**config.mk**
```make
export PLATFORM = sky130hd
export DESIGN_NAME = dti_interlock
export DESIGN_NICKNAME = d
export VERILOG_FILES = /design/src/rtl/dti_pkg.sv /design/src/rtl/dti_sync.sv /design/src/rtl/dti_delay.sv /design/src/rtl/dti_channel.sv /design/src/rtl/dti_interlock.sv
export SDC_FILE = /design/constraint.sdc
export NUM_CORES = 1
export LEC_CHECK = 0
export ABC_AREA = 1
export CORE_AREA = 2 2 61 63
export DETAILED_ROUTE_END_ITERATION = 10
export DIE_AREA = 0 0 63 65
export PLACE_DENSITY = 0.6
export SYNTH_ARGS = -nofsm -noshare
export SYNTH_HDL_FRONTEND = slang
export SYNTH_HIERARCHICAL = 1
export SYNTH_SLANG_ARGS = --single-unit
```
**constraint.sdc**
```tcl
create_clock -name clk -period 1.2 [get_ports clk]
set_input_delay 0.3 -clock clk [delete_from_list [all_inputs] [get_ports clk]]
set_output_delay 0.3 -clock clk [all_outputs]
set_load 0.01 [all_outputs]
```
**src/rtl/dti_pkg.sv**
```systemverilog
package dti_pkg;
    typedef enum logic [1:0] {
        CH_LOCK,
        CH_COUNT,
        CH_READY,
        CH_DRIVE
    } ch_state_t;
endpackage

```
**src/rtl/dti_sync.sv**
```systemverilog
module dti_sync #(
    parameter int WIDTH = 3
) (
    input  logic             clk,
    input  logic             rst_n,
    input  logic [WIDTH-1:0] d,
    output logic [WIDTH-1:0] q
);
    logic [WIDTH-1:0] stage1;

    always_ff @(posedge clk or negedge rst_n) begin
        if (!rst_n) begin
            stage1 <= '0;
            q      <= '0;
        end else begin
            stage1 <= d;
            q      <= stage1;
        end
    end
endmodule

```
**src/rtl/dti_delay.sv**
```systemverilog
module dti_delay #(
    parameter int CODE_W   = 4,
    parameter int SCALE    = 2,
    parameter int OFFSET   = 3,
    parameter int CODE_MAX = 12,
    parameter int DW       = 5
) (
    input  logic [CODE_W-1:0] code,
    output logic [DW-1:0]     delay
);
    localparam logic [CODE_W-1:0] CMAX_C  = CODE_W'(CODE_MAX);
    localparam logic [DW-1:0]     SCALE_C = DW'(SCALE);
    localparam logic [DW-1:0]     OFF_C   = DW'(OFFSET);

    logic [CODE_W-1:0] clamped;

    always_comb begin
        clamped = (code > CMAX_C) ? CMAX_C : code;
        delay   = SCALE_C * DW'(clamped) + OFF_C;
    end
endmodule

```
**src/rtl/dti_channel.sv**
```systemverilog
module dti_channel
    import dti_pkg::*;
#(
    parameter int DW   = 5,
    parameter int DMAX = 27
) (
    input  logic          clk,
    input  logic          rst_n,
    input  logic          req,
    input  logic          block,
    input  logic [DW-1:0] delay,
    output logic          drive
);
    localparam logic [DW-1:0] DMAX_C = DW'(DMAX);

    ch_state_t     state, state_nx;
    logic [DW-1:0] cnt, cnt_nx;

    always_ff @(posedge clk or negedge rst_n) begin
        if (!rst_n) begin
            state <= CH_LOCK;
            cnt   <= '0;
        end else begin
            state <= state_nx;
            cnt   <= cnt_nx;
        end
    end

    always_comb begin
        state_nx = state;
        if (block) begin
            cnt_nx = '0;
        end else if (cnt == DMAX_C) begin
            cnt_nx = cnt;
        end else begin
            cnt_nx = cnt + 1'b1;
        end
        unique case (state)
            CH_LOCK: begin
                if (!block) state_nx = CH_COUNT;
            end
            CH_COUNT: begin
                if (block)             state_nx = CH_LOCK;
                else if (cnt >= delay) state_nx = req ? CH_DRIVE : CH_READY;
            end
            CH_READY: begin
                if (block)            state_nx = CH_LOCK;
                else if (cnt < delay) state_nx = CH_COUNT;
                else if (req)         state_nx = CH_DRIVE;
            end
            CH_DRIVE: begin
                if (block)     state_nx = CH_LOCK;
                else if (!req) state_nx = CH_READY;
            end
            default: state_nx = CH_LOCK;
        endcase
    end

    always_comb begin
        drive = (state == CH_DRIVE);
    end

    assert_fall_R3: assert property (@(posedge clk) disable iff (!rst_n)
        !req |=> !drive);
    assert_lock_R7: assert property (@(posedge clk) disable iff (!rst_n)
        block |=> !drive);
    assert_wait_R6: assert property (@(posedge clk) disable iff (!rst_n)
        $rose(drive) |-> $past(cnt >= delay));
endmodule

```
**src/rtl/dti_interlock.sv**
```systemverilog
module dti_interlock #(
    parameter int CODE_W   = 4,
    parameter int SCALE    = 2,
    parameter int OFFSET   = 3,
    parameter int CODE_MAX = 12
) (
    input  logic              clk,
    input  logic              rst_n,
    input  logic              hold_off,
    input  logic [CODE_W-1:0] dt_code,
    input  logic              in_a,
    input  logic              in_b,
    output logic              out_a,
    output logic              out_b
);
    localparam int DMAX = SCALE * CODE_MAX + OFFSET;
    localparam int DW   = $clog2(DMAX + 1);
    localparam logic [DW-1:0] DMAX_C = DW'(DMAX);

    logic [2:0]    sync_q;
    logic [1:0]    req;
    logic [1:0]    drive;
    logic          dis_s;
    logic [DW-1:0] delay;

    dti_sync #(.WIDTH(3)) u_sync (
        .clk  (clk),
        .rst_n(rst_n),
        .d    ({hold_off, in_b, in_a}),
        .q    (sync_q)
    );

    assign req   = sync_q[1:0];
    assign dis_s = sync_q[2];

    dti_delay #(
        .CODE_W  (CODE_W),
        .SCALE   (SCALE),
        .OFFSET  (OFFSET),
        .CODE_MAX(CODE_MAX),
        .DW      (DW)
    ) u_delay (
        .code (dt_code),
        .delay(delay)
    );

    for (genvar i = 0; i < 2; i++) begin : g_ch
        logic          blk;
        logic [DW-1:0] quiet;

        assign blk = req[1-i] | dis_s;

        dti_channel #(.DW(DW), .DMAX(DMAX)) u_ch (
            .clk  (clk),
            .rst_n(rst_n),
            .req  (req[i]),
            .block(blk),
            .delay(delay),
            .drive(drive[i])
        );

        always_ff @(posedge clk or negedge rst_n) begin
            if (!rst_n)                quiet <= '0;
            else if (drive[1-i])       quiet <= '0;
            else if (quiet != DMAX_C)  quiet <= quiet + 1'b1;
        end

        assert_gap_R4: assert property (@(posedge clk) disable iff (!rst_n)
            $rose(drive[i]) |-> (quiet >= $past(delay)));
    end

    assign out_a = drive[0];
    assign out_b = drive[1];

    assert_excl_R11: assert property (@(posedge clk) disable iff (!rst_n)
        !(out_a && out_b));
    assert_hold_R10: assert property (@(posedge clk) disable iff (!rst_n)
        dis_s |=> (!out_a && !out_b));
    assert_overlap_R7: assert property (@(posedge clk) disable iff (!rst_n)
        (req == 2'b11) |=> (drive == 2'b00));
endmodule

```
# Word-level counts from Yosys, hierarchy flattened
# Cells that the tools add are included.
# W data, S select, Z words.
# totals
regBits	20
input_bits	9
output_inout_bits	2
word_cells	63
# classes
add_sub_neg	3
order_cmp	5
n_eq_ne	18
muxes	25
bitwise	2
n_reduce_logical	4
# op_table
cell	count
$mux W2	16
$mux W5	4
$pmux W2 S4	2
$add A5 B1 Y5 const B	2
$eq A5 B5 Y1 const B	2
$ge A5 B5 Y1	2
$lt A5 B5 Y1	2
$eq A2 B2 Y1 const B	4
$ne A4 B2 Y1 const B	2
$reduce_and A4 Y1	2
$ne A3 B1 Y1 const B	2
$ne A3 B2 Y1 const B	2
$add A5 B2 Y5 const B	1
$eq A2 B1 Y1 const B	2
$gt A4 B4 Y1 const B	1
$logic_not A2 Y1	2
$mux W4	1
$ne A2 B1 Y1 const B	2
$ne A2 B2 Y1 const B	2
$mux W1	2
$or A1 B1 Y1	2

# Longest topological paths before layout
# depth
depth_word	7
mapped_depth	18
depth_no_buf	18

# Hierarchy
# Netlist, hierarchy kept.
# modules_own_cells
mod	instances	cells_each	area_per_inst_um2	seq_area_each_um2
dti_channel	2	78	550.5	175.2
dti_sync	1	6	150.1	150.1
dti_delay	1	15	72.6	0.0
dti_interlock	1	5	18.8	0.0

# Worst setup path after synthesis
# No wires, ideal clock.
# synth_timing
path_kind	input port to flip-flop
startpoint	in dt_code[2]
endpoint	reg g_ch[0].u_ch.state[0]
setup_time_ns	0.117
arrival_ns	1.658
t_required_ns	1.083
path_slack_ns	-0.575
stages	17
path_buffers	0
path_cell_list	nand2_1 nand2_1 inv_1 ha_1 inv_1 nand2_1 nand2_1 inv_1 ha_1 nand2_2 inv_1 nand2_1 nand3_1 nand2_1 nand3_1 nand2_1 nand2_1
# synth_between
elab_chain_cells	7
elab_cells_between_ends	11
cone_classes	1 x add/sub; 3 x order compare; 2 x eq/ne; 4 x mux; 1 x reduce/logical
# synth_rtl
element	line	text
start, declared	dti_interlock.sv:10	input logic [CODE_W-1:0] dt_code,
$gt A4 B4 Y1 *	dti_delay.sv:18	clamped = (code > CMAX_C) ? CMAX_C : code;
$mux W4 *	dti_delay.sv:18	
$add A5 B2 Y5 *	dti_delay.sv:19	delay = SCALE_C * DW'(clamped) + OFF_C;
named net delay[1]	dti_interlock.sv:24	logic [DW-1:0] delay;
$lt A5 B5 Y1	dti_channel.sv:48	else if (cnt < delay) state_nx = CH_COUNT;
$mux W2	dti_channel.sv:48	
$mux W2	dti_channel.sv:47	if (block) state_nx = CH_LOCK;
$pmux W2 S4	dti_channel.sv:38	unique case (state)
end signal, assigned	dti_channel.sv:24	state <= state_nx;
end, declared	dti_channel.sv:16	ch_state_t state, state_nx;
# Mark *: on every way through the listed nets, which the timed path passes. The rest lies on a longest branch.
# A chain may end at the register's enable or synchronous reset.

# Worst setup path after layout
# layout_timing
startpoint	in dt_code[3]
endpoint	reg g_ch[1].u_ch.state[0]
# layout_between
elab_chain_cells	7
elab_cells_between_ends	11
cone_classes	1 x add/sub; 3 x order compare; 2 x eq/ne; 4 x mux; 1 x reduce/logical
# layout_rtl
element	line
$gt A4 B4 Y1 *	dti_delay.sv:18
$mux W4 *	dti_delay.sv:18
$add A5 B2 Y5 *	dti_delay.sv:19
named net delay[3]	dti_interlock.sv:24
$lt A5 B5 Y1	dti_channel.sv:48
$mux W2	dti_channel.sv:48
$mux W2	dti_channel.sv:47
$pmux W2 S4	dti_channel.sv:38
end signal, assigned	dti_channel.sv:24
end, declared	dti_channel.sv:16
# Marked as above.

==> key figures <==
STA
  – WHS: 0.3354 ns
  – Slew Limit Fails: 0
  – Post-route minimum period: 1.593 ns
  – Endpoints failing setup: 6
  – RSZ-0062 raised after global routing: true
  – Skew final: 0.003749 ns
  – Hold Vio Cnt, Final: 0
  – Maximum clock rate: between 600 and 700 MHz
  – Period utilization: 1.328
  – Setup ws final: -0.3932 ns

Status
  – Failing checks: negative setup slack
  – Status: finished with violations

Layout
  – Diode count: 0
  – Nets: around 240
  – Finished Cell Area: 0.001927 mm²
  – Share of layout cells above drive strength 1: 0.3864
  – Non-filler cells in the finished layout: 268
  – Layout area overhead: 43.52%

Setup path
  – CP required: 1.39 ns
  – R2R Setup Slk: -0.31 ns
  – Worst setup EP type: flip-flop
  – Crit path max-delay cell type: ha_4
  – Crit Path Max Fanout: 3
  – Worst reg2reg path endpoint: g_ch[0].u_ch/state[0]$_DFFE_PN0P_
  – WS Path Type: primary input to flip-flop
  – Critical Path Source: dt_code[3]
  – Reg2Reg Depth: 7
  – Crit Reg-Reg Startpoint: g_ch[0].u_ch/cnt[4]$_DFFE_PN0P_
  – Startpoint Class: primary input
  – Max incr delay on CP: between 0.2 and 0.3 ns
  – Top cell by count, worst path: nand2_2
  – CP endpoint: g_ch[1].u_ch/state[0]$_DFFE_PN0P_
  – Crit path arrival time: 1.79 ns
  – Critical-path cell list: buf_8, nand2_4, and2_4, ha_4, inv_2, nand2_2, nand2_2, inv_2, ha_4, nand2_4, nor2_4, nand2_2, nand3_2, nand2_2, nand4_1, nand2_1

Routing
  – Max layer used: met4
  – Total Wirelength: roughly 2800 µm
  – Via density: about 4.7
  – DRT iter0 DRCs: 21
  – WL per Instance: 10.56 µm
  – Met1 wire length: 1254 µm
  – Drt drc: 0
  – Vias: 1,261
  – Met3 WL post-DR: 81 µm
  – Met2 routed WL: 1469 µm
  – First-pass iteration count of the detailed router: 4
  – Remaining antenna violation count: 0

Clock network
  – Clock slew at reported path FFs: 0.11 ns
  – CTS sink count: 20
  – CTS tree: yes
  – Worst skew pair latency: between 0.2 and 0.3 ns
  – Maximum buffer depth of the clock tree: 2
  – CTS root buf: clkbuf_4
  – TritonCTS buffer count: 3
  – Post-CTS Hold Buffers: 0
  – CTS H-tree lvls: 1

Placement
  – Placed Area: 0.001700 mm²
  – I/O Buffers: 10
  – Post-DP HPWL: around 2100 µm
  – Placer congestion estimate: ~0.86
  – Placed insts: 261

Flow run
  – MaxCap Viol Count: 0

Die
  – Rows: 22
  – Core Area: 0.003496 mm²
  – Initial core utilization: 0.3840
  – Total die area: 0.004095 mm²
  – Die Y: 65 µm
  – Die W: 63 µm
  – IO Pins: 11

Hold path
  – Hold Crit Class: primary input to async pin

Synthesis
  – Mapped cell area: 0.001343 mm²
  – Synth Instances: about 180
  – Synthesized net count: 204
  – Synth cell types: 21
  – Ys Warns: 6
  – Syn Area/Cell: between 7 and 8 µm²
  – FF+latch count, synth: 20
  – Sequential fraction of the synthesis area: 0.3728

GRT
  – Initial antenna violation count: 0
  – Vias in the first global route: between 1,000 and 1,500
  – GR Overflow Total: 0
  – Largest net degree at the start of global routing: 21
  – GR Util All Layers: 0.1477
  – First-pass GRT wire length: 4899 µm

Pwr
  – Pwr Density: ~920 mW/mm²
  – Lkg Pwr: 1.031 nW
  – Peak VDD IR: 667.5 µV
cell usage in the layout (no fill, tap or decap):
cell / Yosys / layout
inv_1: 37 / 29
nand2_1: 42 / 28
buf_4: 1 / 23
dfrtp_1: 20 / 20
nand2_2: 2 / 12
inv_2: 2 / 10
a21oi_1: 12 / 9
nor2_1: 10 / 9
nand3_1: 13 / 8
ha_1: 13 / 7
nand4_1: 6 / 6
ha_4: 0 / 6
nand3_2: 0 / 5
nand2_4: 0 / 4
nor2_2: 4 / 4
xor2_1: 4 / 4
buf_6: 0 / 4
clkdlybuf4s50_1: 0 / 4
clkbuf_4: 0 / 3
a21oi_2: 0 / 3
o21ai_1: 2 / 3
buf_2: 0 / 3
nor3_2: 0 / 2
o211ai_1: 2 / 2
xnor2_1: 2 / 2
or2_1: 2 / 2
o21ai_2: 0 / 1
nor3_1: 4 / 1
nor3_4: 0 / 1
nor2_4: 0 / 1
buf_8: 0 / 1
buf_12: 0 / 1
and2_4: 0 / 1
conb_1: 1 / 1
report_power, final:
group,internal (mW),total (mW),switching [mW]
clock network,0.117,0.308,0.191
registers,0.733,0.768,0.0347
logic,0.312,0.688,0.375
total,1.16,1.76,0.601
critical path, delay by kind of cell:
family,cells,cell delay [ns]
fa+ha+maj,2,0.42
buf+inv,3,0.17
simple gates,11,0.89
routing by layer:
metal  vias up  GRT usage
li1        653          -
met1       584     0.1661
met2        20     0.2779
met3         4    0.02257
met4         0    0.05833
met5         -          0
cells in the mapped netlist:
cell	instances	area, µm²
a21oi_1	12	60.06
and2_1	1	6.260
buf_4	1	7.510
conb_1	1	3.750
dfrtp_1	20	500.5
ha_1	13	162.7
inv_1	37	138.9
inv_2	2	7.510
nand2_1	42	157.7
nand2_2	2	12.51
nand3_1	13	65.06
nand4_1	6	37.54
nor2_1	10	37.54
nor2_2	4	25.02
nor3_1	4	20.02
o211ai_1	2	15.01
o21ai_0	2	10.01
o21ai_1	2	10.01
or2_1	2	12.51
xnor2_1	2	17.52
xor2_1	4	35.03
state kept, by name (all words and copies together) (netlist names):
register	cells
u_sync/stage1	3
u_sync/q	3
g_ch.u_ch/state	4
g_ch.u_ch/cnt	10
worst min-delay path by stage:
stage,startpoint,end,slack [ns],cells past startpoint
final,rst_n,g_ch[1].u_ch/cnt[4]$_DFFE_PN0P_,0.34,2
after floorplan,rst_n,g_ch[0].u_ch/cnt[0]$_DFFE_PN0P_,0.004,0
after detailed placement,u_sync/stage1[2]$_DFF_PN0_,u_sync/q[2]$_DFF_PN0_,0.34,0
after global routing,rst_n,g_ch[1].u_ch/cnt[4]$_DFFE_PN0P_,0.33,2
after CTS,rst_n,g_ch[1].u_ch/cnt[4]$_DFFE_PN0P_,0.34,2
after global placement,u_sync/stage1[2]$_DFF_PN0_,u_sync/q[2]$_DFF_PN0_,0.34,0
what timing repair did:
item | 4_1_cts | 5_1_grt
pin swaps | 23 | 24
endpoints found under the hold margin | 0 | 0
gates resized for setup | 47 | 30
setup buffers | 5 | 0
endpoints found under the setup margin | 13 | 12
cells by family (layout without fill, tap and decap cells):
logic type               count (synthesis)  count (layout)  share of synthesized area
AO/OA/AOI/OAI                           18              18                    0.07083
XOR/XNOR                                 6               6                    0.03914
adder cells (fa/ha/maj)                 13              13                     0.1212
buffers and inverters                   40              78                     0.1146
flip-flops                              20              20                     0.3728
other                                    1               1                   0.002793
AND/OR/NAND/NOR                         84              84                     0.2787
through the flow:
step / TNS [ns] / power (mW) / setup WS, ns / util
finish: -1.581 / 1.764 / -0.3932 / 0.5512
global route: -2.060 / 1.912 / -0.4726 / 0.5512
CTS: -1.663 / 1.731 / -0.4146 / 0.5129
detailed placement: -5.187 / 1.392 / -1.232 / 0.4864
global placement: -4.858 / 1.373 / -1.178 / 0.4864
floorplan: -2.027 / 1.167 / -0.5159 / -
area by class of cell:
type,count,area (µm²)
well taps,48,60.06
multi-input cells,122,889.6
clock buffers,3,22.52
flip-flops and latches,20,500.5
inverters,39,146.4
repair buffers,36,307.8
fillers,338,1569
(Power assumes the default switching activity.)
